==> src/rtl/cmpflag_pkg.sv <==
package cmpflag_pkg;
  localparam int unsigned DW = 8;
  localparam int unsigned IW = 3;

  typedef enum logic [IW-1:0] {
    OP_CMP_REG = 3'd0,
    OP_CMP_IMM = 3'd1,
    OP_CMP_CRY = 3'd2,
    OP_BIT_SET = 3'd3,
    OP_BIT_CLR = 3'd4
  } op_e;

  localparam int unsigned B_C = 0;
  localparam int unsigned B_Z = 1;
  localparam int unsigned B_N = 2;
  localparam int unsigned B_V = 3;
  localparam int unsigned B_S = 4;
  localparam int unsigned B_H = 5;

  typedef struct packed {
    logic h;
    logic s;
    logic v;
    logic n;
    logic z;
    logic c;
  } flags_t;

  // borrow term for every bit position of a subtraction
  function automatic logic [DW-1:0] borrow_vec(input logic [DW-1:0] m,
                                               input logic [DW-1:0] sb,
                                               input logic [DW-1:0] d);
    return (~m & sb) | (sb & d) | (d & ~m);
  endfunction

  function automatic logic ovf_bit(input logic [DW-1:0] m,
                                   input logic [DW-1:0] sb,
                                   input logic [DW-1:0] d);
    return (m[DW-1] & ~sb[DW-1] & ~d[DW-1]) | (~m[DW-1] & sb[DW-1] & d[DW-1]);
  endfunction

  function automatic flags_t cmp_flags(input logic [DW-1:0] m,
                                       input logic [DW-1:0] sb,
                                       input logic cin,
                                       input logic zin,
                                       input logic sticky);
    flags_t f;
    logic [DW-1:0] d;
    logic [DW-1:0] bv;
    d   = m - sb - {{(DW-1){1'b0}}, cin};
    bv  = borrow_vec(m, sb, d);
    f.c = bv[DW-1];
    f.h = bv[3];
    f.v = ovf_bit(m, sb, d);
    f.n = d[DW-1];
    f.s = f.n ^ f.v;
    f.z = (d == '0) && (!sticky || zin);
    return f;
  endfunction
endpackage

==> src/rtl/cmpflag_arith.sv <==
module cmpflag_arith
  import cmpflag_pkg::*;
(
  input  logic [DW-1:0] minuend,
  input  logic [DW-1:0] subtr,
  input  logic          carry_en,
  input  logic [DW-1:0] status_cur,
  output logic [DW-1:0] status_cmp
);
  flags_t f;
  logic   cin;

  assign cin = carry_en & status_cur[B_C];

  always_comb begin
    f = cmp_flags(minuend, subtr, cin, status_cur[B_Z], carry_en);
    status_cmp        = status_cur;
    status_cmp[B_C]   = f.c;
    status_cmp[B_Z]   = f.z;
    status_cmp[B_N]   = f.n;
    status_cmp[B_V]   = f.v;
    status_cmp[B_S]   = f.s;
    status_cmp[B_H]   = f.h;
  end
endmodule

==> src/rtl/cmpflag_bitop.sv <==
module cmpflag_bitop
  import cmpflag_pkg::*;
(
  input  logic [IW-1:0] idx,
  input  logic          set_not_clr,
  input  logic [DW-1:0] status_cur,
  output logic [DW-1:0] status_bit
);
  logic [DW-1:0] sel;

  for (genvar g = 0; g < DW; g++) begin : g_bit
    assign sel[g]        = (idx == IW'(g));
    assign status_bit[g] = sel[g] ? set_not_clr : status_cur[g];
  end
endmodule

==> src/rtl/cmpflag_unit.sv <==
module cmpflag_unit
  import cmpflag_pkg::*;
(
  input  logic          clk,
  input  logic          rst_n,
  input  logic          op_valid,
  input  logic [2:0]    op_code,
  input  logic [7:0]    opnd_a,
  input  logic [7:0]    opnd_b,
  input  logic [7:0]    imm_k,
  input  logic [2:0]    bit_idx,
  input  logic [7:0]    status_in,
  output logic [7:0]    status_out
);
  logic          is_cmp, is_cry, is_set, is_clr, is_bit;
  logic [DW-1:0] subtr;
  logic [DW-1:0] status_cmp;
  logic [DW-1:0] status_bit;
  logic [DW-1:0] status_nxt;

  assign is_cry = (op_code == OP_CMP_CRY);
  assign is_cmp = (op_code == OP_CMP_REG) || (op_code == OP_CMP_IMM) || is_cry;
  assign is_set = (op_code == OP_BIT_SET);
  assign is_clr = (op_code == OP_BIT_CLR);
  assign is_bit = is_set || is_clr;
  assign subtr  = (op_code == OP_CMP_IMM) ? imm_k : opnd_b;

  cmpflag_arith u_arith (
    .minuend   (opnd_a),
    .subtr     (subtr),
    .carry_en  (is_cry),
    .status_cur(status_in),
    .status_cmp(status_cmp)
  );

  cmpflag_bitop u_bitop (
    .idx        (bit_idx),
    .set_not_clr(is_set),
    .status_cur (status_in),
    .status_bit (status_bit)
  );

  always_comb begin
    if (is_cmp)      status_nxt = status_cmp;
    else if (is_bit) status_nxt = status_bit;
    else             status_nxt = status_in;
  end

  always_ff @(posedge clk) begin
    if (!rst_n)        status_out <= '0;
    else if (op_valid) status_out <= status_nxt;
  end

  // no strobe, no change
  a_r2_hold: assert property (@(posedge clk) disable iff (!rst_n)
    !op_valid |=> $stable(status_out));

  // sign follows negative and overflow
  a_r6_sign: assert property (@(posedge clk) disable iff (!rst_n)
    (op_valid && is_cmp) |=> (status_out[B_S] == (status_out[B_N] ^ status_out[B_V])));

  // upper bits pass through compares
  a_r10_upper: assert property (@(posedge clk) disable iff (!rst_n)
    (op_valid && is_cmp) |=> (status_out[7:6] == $past(status_in[7:6])));

  // sticky zero never turns on
  a_r8_sticky: assert property (@(posedge clk) disable iff (!rst_n)
    (op_valid && is_cry && !status_in[B_Z]) |=> !status_out[B_Z]);

  // selected bit ends up set
  a_r11_set: assert property (@(posedge clk) disable iff (!rst_n)
    (op_valid && is_set) |=> status_out[$past(bit_idx)]);

  // selected bit ends up clear
  a_r12_clr: assert property (@(posedge clk) disable iff (!rst_n)
    (op_valid && is_clr) |=> !status_out[$past(bit_idx)]);

  // undefined codes pass the status through
  a_r13_pass: assert property (@(posedge clk) disable iff (!rst_n)
    (op_valid && !is_cmp && !is_bit) |=> (status_out == $past(status_in)));
endmodule

==> config.mk <==
export PLATFORM = sky130hd
export DESIGN_NAME = cmpflag_unit
export DESIGN_NICKNAME = d
export VERILOG_FILES = /design/src/rtl/cmpflag_pkg.sv /design/src/rtl/cmpflag_arith.sv /design/src/rtl/cmpflag_bitop.sv /design/src/rtl/cmpflag_unit.sv
export SDC_FILE = /design/constraint.sdc
export NUM_CORES = 1
export LEC_CHECK = 0
export BUFFER_PORTS_ARGS = -buffer_cell sky130_fd_sc_hd__buf_2
export CORE_ASPECT_RATIO = 0.75
export CORE_UTILIZATION = 40
export CTS_BUF_LIST = sky130_fd_sc_hd__clkbuf_4 sky130_fd_sc_hd__clkbuf_8 sky130_fd_sc_hd__clkbuf_16
export DETAILED_ROUTE_END_ITERATION = 10
export GPL_TIMING_DRIVEN = 0
export MAX_ROUTING_LAYER = met4
export PLACE_DENSITY = 0.64
export SYNTH_ARGS = -nofsm -noshare
export SYNTH_HDL_FRONTEND = slang
export SYNTH_SLANG_ARGS = --single-unit
==> constraint.sdc <==
create_clock -name clk -period 9.05 [get_ports clk]
set_input_delay 1.81 -clock clk [delete_from_list [all_inputs] [get_ports clk]]
set_output_delay 1.81 -clock clk [all_outputs]
set_load 0.01 [all_outputs]
== Word-level counts from Yosys, hierarchy flattened ==
Index checks and enable logic that the tools add are counted.

* Add/subtract/negate cells: 2
* Equal/unequal tests: 11
* Multiplexer cells: 11
* Bitwise gates (word level): 16
* Reductions and logical operators: 9

{| class="wikitable"
|+ Operator list
! cell !! number
|-
| $and A8 B8 Y8 || 3
|-
| $mux W8 || 3
|-
| $or A8 B8 Y8 || 2
|-
| $eq A3 B3 Y1 const B || 5
|-
| $eq A3 B2 Y1 const B || 4
|-
| $logic_not A8 Y1 || 1
|-
| $mux W1 || 8
|-
| $not A8 Y8 || 1
|-
| $sub A8 B1 Y8 || 1
|-
| $sub A8 B8 Y8 || 1
|-
| $eq A3 B1 Y1 const B || 2
|-
| $logic_not A3 Y1 || 2
|-
| $and A1 B1 Y1 || 5
|-
| $logic_or A1 B1 Y1 || 4
|-
| $not A1 Y1 || 3
|-
| $logic_and A1 B1 Y1 || 1
|-
| $logic_not A1 Y1 || 1
|-
| $or A1 B1 Y1 || 1
|-
| $xor A1 B1 Y1 || 1
|}

* Flip-flop bits (word level): 8
* Input bits: 41
* Output and inout port bits: 8
* Logic and storage cells: 50

== Longest topological paths before layout ==
Gate-level depths: netlist (run 1).

* Word-level depth: 9
* Mapped depth: 12
* Depth with buffers taken out: 11

== Hierarchy ==
From an unflattened synthesis (run 1), not the netlist that was laid out.

* Cell total of the unflattened synthesis: 170
* Area total of the unflattened synthesis: 1,388.8 µm²

{| class="wikitable"
|+ Modules (own cells, without submodules)
! module !! instances !! cells each !! area an instance (µm²) !! sequential area each (µm²)
|-
| cmpflag_unit || 1 || 73 || 631.9 || 160.2
|-
| cmpflag_arith || 1 || 81 || 611.8 || 0.0
|-
| cmpflag_bitop || 1 || 16 || 145.1 || 0.0
|}

== Worst setup path before layout (run 1) ==
OpenSTA, ideal clock, no wires.

* Kind: input -> register
* Start: in op_code[2]
* End: reg status_out[1]
* Data arrival time: 4,413 ps
* Data required time: 8,958 ps
* Slack: 4,544 ps
* Stages on the path: 11
* Path through: buf_2 > nor3b_4 > mux2_2 > fa_1 > fa_1 > nand2_1 > a21oi_1 > xnor2_1 > nor4_1 > nand3_1 > o32ai_1

* Word-level cells in the longest chain between the ends: 7

{| class="wikitable"
|+ Ends and longest elaborated chain
! what !! RTL line !! text
|-
| start, declared || cmpflag_unit.sv:7 || <nowiki>input logic [2:0] op_code,</nowiki>
|-
| $eq A3 B1 Y1 || cmpflag_unit.sv:22, cmpflag_unit.sv:26 ||
|-
| $mux W8 || cmpflag_unit.sv:26 || <nowiki>assign subtr = (op_code == OP_CMP_IMM) ? imm_k : opnd_b;</nowiki>
|-
| $sub A8 B8 Y8 || cmpflag_pkg.sv:50 || <nowiki>d = m - sb - {{(DW-1){1'b0}}, cin};</nowiki>
|-
| $sub A8 B1 Y8 || cmpflag_pkg.sv:50 ||
|-
| $logic_not A8 Y1 || cmpflag_pkg.sv:57 || <nowiki>f.z = (d == '0) && (!sticky || zin);</nowiki>
|-
| $logic_and A1 B1 Y1 || cmpflag_pkg.sv:57 ||
|-
| $mux W8 (*) || cmpflag_unit.sv:44 || <nowiki>if (is_cmp) status_nxt = status_cmp;</nowiki>
|-
| end signal, assigned || cmpflag_unit.sv:51 || <nowiki>else if (op_valid) status_out <= status_nxt;</nowiki>
|-
| end, declared || cmpflag_unit.sv:13 || <nowiki>output logic [7:0] status_out</nowiki>
|}

Every way passes the cells marked *; elsewhere a longest branch is shown, timed or not.
A chain may end at the register's enable or synchronous reset.

== Worst setup path in the final report (run 1) ==
Same ends and word-level chain as after synthesis.

==> results.md, run 1 <==
* Total GRT Usage at roughly a fifth
* Critical path cell sequence: buf_2 -> nor3b_4 -> mux2_2 -> fa_1 -> fa_1 -> nand2_1 -> a21oi_1 -> xnor2_1 -> nor4_1 -> nand3_1 -> o32ai_1
* Compound-Gate Fraction of Synth Area at 24.7%
* Critical path fanouts, max at 10
* Layout area overhead at 26.3%
* Max Cap Viol at 0
* Share of the yosys chip area belonging to registers at 13.5%
* #FFs+latches synth at 8
* Crit path top cell by count: fa_1
* Routed vias/inst at around 5.2
* Ys flop type: dfxtp_1
* Synth Area in XOR/XNOR at 6.55%
* Worst Path Arrival at 4.71 ns
* Sinks on Clock Net at 8
* Final ANT Viol Nets at 0
* CP required at 9.19 ns
* IO Pins at 49
* Async set-reset flop share out of synthesis at 0%
* Mux share of post-synthesis cell area at around 10%
* Post-Synth Adder-Cell Area at 18.2%
* Drt first pass iters at 4
* Regs by FF count: status_out x8
* Cell Count, Final, Fillers Out at 241
* Area used by multi-input combinational logic at about 910 um^2
* Sequential share of power at 23.9%
* Total CTS buffers at 3
* Post-synth EDFFs at 0
* Die Area at 3180 um^2
* # fillers at 280
* NumNets Final at about 260
* Post_cts resized at 0
* Die W at 64.8 um
* Slew margin rel. at 65.7%
* DR WL/cell at 11.9 um
* Worst slew pin tran at 0.514 ns
* Final worst-path cycle share at 50.6%
* Unrepaired setup endpoints after global routing: false
* Hold Violations, Final at 0
* PD cells at 110 nW/um^2
* Worst Hold Class: register to register
* Fraction of the mapped netlist area in simple logic gates at between 10% and 20%
* Placed instance count at 238
* Max reg flops at 8
* Via count at ~1.3k
* Post-synthesis cell type count at 41
* Max incr delay on CP at 0.49 ns
* Combinational power share at 51.0%
* Setup violations, final at 0
* Final wirelength at between 2 and 3 mm
* Clock transition at path regs at 0.04 ns
* Root Buffer: clkbuf_8
* Max Slew Vio Count at 0
* Fin worst setup slack at 4.47 ns
* Register area at 160 um^2
* Post-Synthesis Cells at 157
* Setup TNS at 0 ns
* CP max-delay cell: nor3b_4
* Synthesized area per cell at 7.54 um^2
* VDD IR max at 0.0896 mV
* Routability Congestion at slightly above 0.8
* Pleak at 0.747 nW
* Share of layout cells above drive strength 1 at 30.7%
* Mapped Area at 1180 um^2
* Largest net degree at the start of global routing at 11
* H-Tree Depth at 1
* Port bufs at 45
* Top reg by flops: status_out
* CTS tree: yes
* Antenna violations before repair at 0
* Endpoint class of the critical path: register
* Sw Share at between 30 and 40%
* Clock Power Share at 25.1%
* Clock buffer depth at 2
* Hold-fix buffers, CTS at 0
* Outcome: finished, final reports clean
* Vias in the first global route at about 1.2k
* Core Rows at 16
* First-pass GRT wire length at 4.97 mm
* Initial core utilization at between 40% and 50%
* Kind of critical path: primary input to register
* Worst skew pair latency at 0.22 ns
* Post-Route Skew at 0 ns
* Internal power at 0.106 mW
* Overall power at 0.165 mW
* Net switching power at 0.0594 mW
* Ant. Diodes at 0
* Period minus WS final at 4.58 ns
* Drt drc at 0
* Core Area at approximately 2700 um^2
* Main combinational cell family by area after synthesis: compound AO/OA/AOI/OAI gates
* DPL Wire Length at 2.40 mm
* Startpoint types: primary input
* GRT overflow at 0
* Mapped Nets at 214
* Setup Buffers After CTS at 0
* Post-place setup slack at 4.22 ns
* YS warnings at 0
* Chip Height at 49.1 um
* Initial DRC Count at 89
* Fmax at approximately 0.22 GHz
==> power groups by stage <==
stage | registers (mW) | logic, mW | clock network, mW
4_1_cts | 0.0395 | 0.0847 | 0.0425
5_1_grt | 0.0399 | 0.0949 | 0.0452
3_5_place_dp | 0.0401 | 0.0837 | 0
6_report | 0.0395 | 0.0842 | 0.0415
3_3_place_gp | 0.0400 | 0.0822 | 0
2_1_floorplan | 0.0414 | 0.0583 | 0
==> cell families (layout without fill, tap and decap cells) <==
kind of cell             after synthesis  count (layout)
AND/OR/NAND/NOR                       41              41
adder cells (fa/ha/maj)               16              16
XOR/XNOR                               8               8
buffers and inverters                 27              75
multiplexers                          11              11
flip-flops                             8               8
AO/OA/AOI/OAI                         46              46
==> routing by layer <==
layer / vias to the layer above / GRT usage, % / wire [um]
met5: - / - / 0
met4: 0 / 3.33 / 15
met3: 4 / 3.74 / 149
met2: 37 / 32.1 / 1220
met1: 559 / 26.8 / 1490
li1: 650 / - / -
==> path summary, 6_finish.rpt <==
check | start | depth (start not counted) | end | slack (ns)
worst max register to register | status_out[1] | 5 | status_out[1] | 7.75
worst min-delay path | status_out[5] | 2 | status_out[5] | 0.47
worst min register to register | status_out[5] | 2 | status_out[5] | 0.47
worst max-delay path | op_code[2] | 11 | status_out[1] | 4.47
==> worst max-delay path, delay by kind of cell <==
family                     cells  cell delay [ns]
adders and majority gates      2             0.81
xor gates and xnor gates       1             0.14
and+or+nand+nor                4             1.00
buffers and inverters          1             0.17
AOI/OAI and AO/OA              2             0.36
muxes                          1             0.41
==> Yosys cell counts (all sizes together), types with 3 or more instances <==
cell	instances	area share [%]
o21a	3	1.9
dfxtp	8	14
ha	14	15
nor2b	5	2.6
mux2i	4	3.4
nand3	3	1.3
a31oi	3	1.6
mux2	7	7.0
xnor2	4	3.0
nor2	9	2.9
nand2	15	4.8
inv	22	7.0
a21oi	18	7.6
a211oi	3	1.9
buf	3	1.3
o21ai	8	3.4
xor2	4	3.6
==> through the flow <==
stage          utilization (%)  hold WS, ns  area (um^2)
2_1_floorplan                -        0.488         1180
5_1_grt                   55.3        0.505         1500
6_report                  55.3        0.465         1500
3_3_place_gp              53.8        0.456         1450
4_1_cts                   55.3        0.470         1500
3_5_place_dp              53.8        0.465         1450
==> final cells by class <==
type,count,share of cell area (%)
buffer,5,1.76
clock buffer,3,2.76
inverter,22,5.52
multi-input combinational,122,61.2
sequential,8,10.7
tap,36,3.01
timing repair buffer,45,15.1
==> cells in the final DEF, fill, tap and decap left out, drive strengths merged, types with 2 or more instances in the layout <==
cell type and n:
a211oi 3, a21oi 18, a311oi 2, a31oi 3, buf 48, clkbuf 5
dfxtp 8, fa 2, ha 14, inv 22, mux2 7, mux2i 4
nand2 15, nand3 3, nor2 9, nor2b 5, nor3 2, o21a 3
o21ai 8, xnor2 4, xor2 4
No activity file was read; power rests on OpenSTA's default activity.
==> run 2, diff against run 1 <==
PLACE_DENSITY = 0.67   (was 0.64)
clock period = 3.8 ns   (was 9.05 ns; I/O delays follow)
==> run 2 against run 1 <==
Compared with the run above: combinational power is 140% higher; global-route usage grew 0.10 points; non-clock buffer count is the same; sequential share of layout area stayed put; first-iteration DRC count is 10% higher; critical endpoint unchanged.
==> results.md, run 2 (same netlist as run 1, synthesis figures left out) <==
* Outcome: finished, final reports clean
* Total GRT Usage at between 20% and 30%
* Top reg by flops: status_out
* Die W at 64.8 um
* Drt drc at 0
* Buf+Inv Stages, Crit Path at 1
* Routability Congestion at between 0.8 and 0.9
* Drt first pass iters at 5
* Die Area at 3180 um^2
* Regs by FF count: status_out x8
* Final wirelength at approximately 2.9 mm
* Sw Share at about 36%
* Ant. Diodes at 0
* Startpoint types: primary input
* Worst Hold Class: register to register
* GR peak layer: met2
* Root Buffer: clkbuf_8
* Clock Power Share at around 25%
* Worst Path Arrival at 3.70 ns
* Final worst-path cycle share at between 90 and 100%
* Internal power at 0.252 mW
* Max Cap Viol at 0
* Hold-fix buffers, CTS at 0
* Setup Buffers After CTS at 0
* PD cells at 264 nW/um^2
* Post-Route Skew at 0 ns
* Port bufs at 45
* Most frequent cells in the layout: buf_2 (48), inv_1 (21), a21oi_1 (18)
* Combinational power share at between 50% and 60%
* IO Pins at 49
* Core Rows at 16
* Largest net degree at the start of global routing at 11
* H-Tree Depth at 1
* Post_cts resized at 0
* Critical path cell sequence: buf_2 -> nor3b_4 -> mux2_2 -> fa_1 -> fa_1 -> nand2_1 -> a21oi_1 -> xnor2_1 -> nor4_1 -> nand3_1 -> o32ai_1
* Largest delay contributor family on the critical path: simple AND/OR/NAND/NOR gates
* First-pass GRT wire length at about 5 mm
* Setup violations, final at 0
* Commonest non-fill, non-tap cell in the layout: buf_2
* Max reg flops at 8
* Share of layout cells above drive strength 1 at 30.7%
* Overall power at 0.395 mW
* Pleak at roughly 0.75 nW
* Clock transition at path regs at 0.04 ns
* Antenna violations before repair at 0
* Vias in the first global route at between 1k and 1.5k
* Clock buffer depth at 2
* Endpoint class of the critical path: register
* Kind of critical path: primary input to register
* Slew margin rel. at 65.8%
* GRT overflow at 0
* DPL Wire Length at 2.46 mm
* Layout area overhead at 26.3%
* Final core occ at 55.3%
* Max Slew Vio Count at 0
* Via count at 1257
* Unrepaired setup endpoints after global routing: false
* Sinks on Clock Net at 8
* Total CTS buffers at 3
* CP max-delay cell: nor3b_4
* Crit path top cell by count: fa_1
* Worst skew pair latency at around 0.22 ns
* NumNets Final at 264
* CTS tree: yes
* R2r setup slk at around 2.5 ns
* Critical path fanouts, max at 10
* Worst slew pin tran at between 0.5 and 0.6 ns
* Net switching power at 0.143 mW
* CP required at 3.93 ns
* Fmax at about 0.28 GHz
* Max incr delay on CP at just under 0.5 ns
* Period minus WS final at 3.56 ns
* DR WL/cell at 12.1 um
* Setup TNS at 0 ns
* M1 GR Usage at a little over a quarter
* Final ANT Viol Nets at 0
* Initial core utilization at 43.8%
* Initial DRC Count at 98
* VDD IR max at 0.132 mV
* Met2 usage at 34.7%
* Chip Height at about 49 um
* Core Area at 2700 um^2
* Hold Violations, Final at 0
* Met3 Use GR at under 10%
* Sequential share of power at about a quarter
* Routed vias/inst at 5.22
run 2: cell counts in the layout (fill, tap and decap cells not counted):
No cell type changed its count.
run 2: tightest hold or removal path: stages, from the launching register on:
cell	delay, ns
dfxtp_1	0.30
nand2b_1	0.06
a21boi_1	0.05
run 2: power by group through the flow:
stage          clock network (mW)  registers (mW)  logic (mW)
2_1_floorplan                   0          0.0987       0.139
3_3_place_gp                    0          0.0952       0.195
3_5_place_dp                    0          0.0955       0.201
4_1_cts                     0.100          0.0942       0.202
5_1_grt                     0.107          0.0948       0.226
6_report                   0.0988          0.0942       0.202
run 2: layout make-up:
type | instances | area [um^2]
fillers | 269 | 1210
multi-input cells | 122 | 915
repair buffers | 45 | 225
flip-flops and latches | 8 | 160
inverters | 22 | 82.6
well taps | 36 | 45.0
clock buffers | 3 | 41.3
plain buffers | 5 | 26.3
run 2: path summary, 6_finish.rpt:
check / startpoint / endpoint / depth (start not counted)
worst max-delay path: op_code[2] / status_out[1] / 11
worst min-delay path: status_out[5] / status_out[5] / 2
worst max register to register: status_out[1] / status_out[1] / 5
worst min register to register: status_out[5] / status_out[5] / 2
run 2: metal layers:
metal / up-vias / wire [um]
li1: 648 / -
met1: 558 / 1400
met2: 49 / 1360
met3: 2 / 147
met4: 0 / 3
met5: - / 0
run 2: through the flow:
stage | hold WS [ns] | area [um^2] | setup WS [ns] | instances
after floorplan | 0.488 | 1180 | 0.344 | 157
after CTS | 0.468 | 1500 | 0.207 | 241
after global routing | 0.502 | 1500 | 0.00327 | 241
final | 0.464 | 1500 | 0.235 | 241
after global placement | 0.461 | 1450 | 0.0384 | 238
after detailed placement | 0.463 | 1450 | -0.00728 | 238
==> run 3, diff against run 2 <==
CAP_MARGIN = 20   (was unset)
CELL_PAD_IN_SITES_DETAIL_PLACEMENT = 1   (was unset)
CELL_PAD_IN_SITES_GLOBAL_PLACEMENT = 1   (was unset)
CORE_UTILIZATION = 30   (was 40)
PLACE_DENSITY = 0.72   (was 0.67)
==> run 3 against run 2 <==
Compared with the run above: critical path depth stayed put; wire length is 9.5% higher; clock skew stayed put; flip-flop and latch count stayed put; clock-buffer cell count stayed put; clock power is 0.7% higher; combinational power hardly changed; cell count is 6.6% higher; critical path type unchanged; largest power group unchanged.
==> results.md, run 3 (same netlist as run 1, synthesis figures left out) <==
* Outcome: finished, final reports clean
* Top reg by flops: status_out
* Die Area at 4200 um^2
* NumNets Final at 264
* # fillers at 502
* Via count at 1242
* Startpoint types: primary input
* Critical path cell sequence: buf_2 -> nor3b_4 -> mux2_2 -> fa_1 -> fa_1 -> nand2_1 -> a21oi_1 -> xnor2_1 -> nor4_1 -> nand3_1 -> o32ai_1
* Slew margin rel. at 67.0%
* Ant. Diodes at 0
* Final wirelength at 3.19 mm
* Final worst-path cycle share at 92.9%
* Core Rows at 19
* Worst slew pin tran at between 0.4 and 0.5 ns
* CP required at 3.93 ns
* Root Buffer: clkbuf_8
* Most frequent cells in the layout: buf_2 (48), inv_1 (21), a21oi_1 (18)
* Sinks on Clock Net at 8
* Worst Hold Class: register to register
* Largest net degree at the start of global routing at 11
* Antenna violations before repair at 0
* Commonest non-fill, non-tap cell in the layout: buf_2
* H-Tree Depth at 1
* Worst skew pair latency at 0.23 ns
* Max reg flops at 8
* Die W at approximately 75 um
* Clock buffer depth at 2
* Combinational power share at 51.4%
* Endpoint class of the critical path: register
* Routed vias/inst at 4.83
* Vias in the first global route at roughly 1.3k
* Worst Path Arrival at 3.67 ns
* Chip Height at 56.4 um
* Sw Share at 36.6%
* Net switching power at 0.146 mW
* Largest delay contributor family on the critical path: simple AND/OR/NAND/NOR gates
* Max Slew Vio Count at 0
* Hold slack at 0.483 ns
* Post-Route Skew at 0 ns
* Initial DRC Count at 11
* Core Area at 3710 um^2
* R2r setup slk at 2.44 ns
* Drt drc at 0
* Share of layout cells above drive strength 1 at 30.7%
* Drt first pass iters at 4
* Initial core utilization at 31.9%
* Unrepaired setup endpoints after global routing: false
* First-pass GRT wire length at 5.44 mm
* PD cells at 263 nW/um^2
* DR WL/cell at 12.4 um
* Routability Congestion at around 0.76
* GRT overflow at 0
* Clock transition at path regs at 0.04 ns
* Setup Buffers After CTS at 0
* Max Cap Viol at 0
* Hold Violations, Final at 0
* Crit path top cell by count: fa_1
* Kind of critical path: primary input to register
* Layout area overhead at 28.0%
* Final ANT Viol Nets at 0
* Port bufs at 45
* Clock Power Share at 24.9%
* Max incr delay on CP at 0.47 ns
* Period minus WS final at 3.53 ns
* Post_cts resized at 0
* Internal power at 0.253 mW
* DPL Wire Length at 2.78 mm
* VDD IR max at 0.117 mV
* Fmax at 0.283 GHz
* Critical path fanouts, max at 10
* IO Pins at between 40 and 50
* Regs by FF count: status_out x8
* Buf+Inv Stages, Crit Path at 1
* Pleak at between 0.7 and 0.8 nW
* Total GRT Usage at 16.6%
* Finished Cell Area at roughly 1500 um^2
* Sequential share of power at 23.7%
* Total CTS buffers at 3
* CTS tree: yes
* CP max-delay cell: nor3b_4
* Cell Area, Placed at 1470 um^2
* Hold-fix buffers, CTS at 0
* Setup violations, final at 0
-- run 3: cell counts in the layout (fill, tap and decap cells not counted) --
Identical to the previous run, type by type.
-- run 3: area by class of cell --
type	count	area [um^2]	share of cell area (%)
flip-flops and latches	8	160	10.6
repair buffers	45	225	14.9
plain buffers	5	26.3	1.73
clock buffers	3	41.3	2.73
multi-input cells	122	915	60.4
well taps	52	65.1	4.29
inverters	22	82.6	5.45
-- run 3: metrics by stage --
stage	worst slack (ns)	power, mW	util (%)	instances	setup TNS (ns)
floorplan	0.344	0.237	-	157	0
global placement	-0.0365	0.297	39.7	254	-0.0572
detailed placement	-0.0136	0.302	39.7	254	-0.0231
CTS	0.210	0.404	40.9	257	0
global route	0.0218	0.434	40.9	257	0
finish	0.268	0.399	40.9	257	0
-- run 3: power by group through the flow --
stage                     registers, mW  clock network, mW  logic, mW
after floorplan                  0.0987                  0      0.139
after global placement           0.0961                  0      0.201
after detailed placement         0.0960                  0      0.206
after CTS                        0.0946              0.102      0.207
after global routing             0.0950              0.110      0.229
final                            0.0945             0.0995      0.205
-- run 3: per-layer routing --
layer  GRT usage, %  wire length, um
met5              -                0
met2           25.5             1370
met3           1.08               86
met1           24.2             1730
met4           2.43                4
-- run 3: worst paths after layout --
| path | depth (start not counted) | endpoint | from |
|---|---|---|---|
| setup / recovery | 11 | status_out[1] | op_code[2] |
| hold / removal | 2 | status_out[5] | status_out[5] |
| setup reg to reg | 5 | status_out[1] | status_out[1] |
| hold reg to reg | 2 | status_out[5] | status_out[5] |
-- run 3: tightest hold or removal path, delay by kind of cell, from the launching register on --
family             cells  cell delay [ns]
and+or+nand+nor        1             0.06
DFF                    1             0.31
AOI/OAI and AO/OA      1             0.06
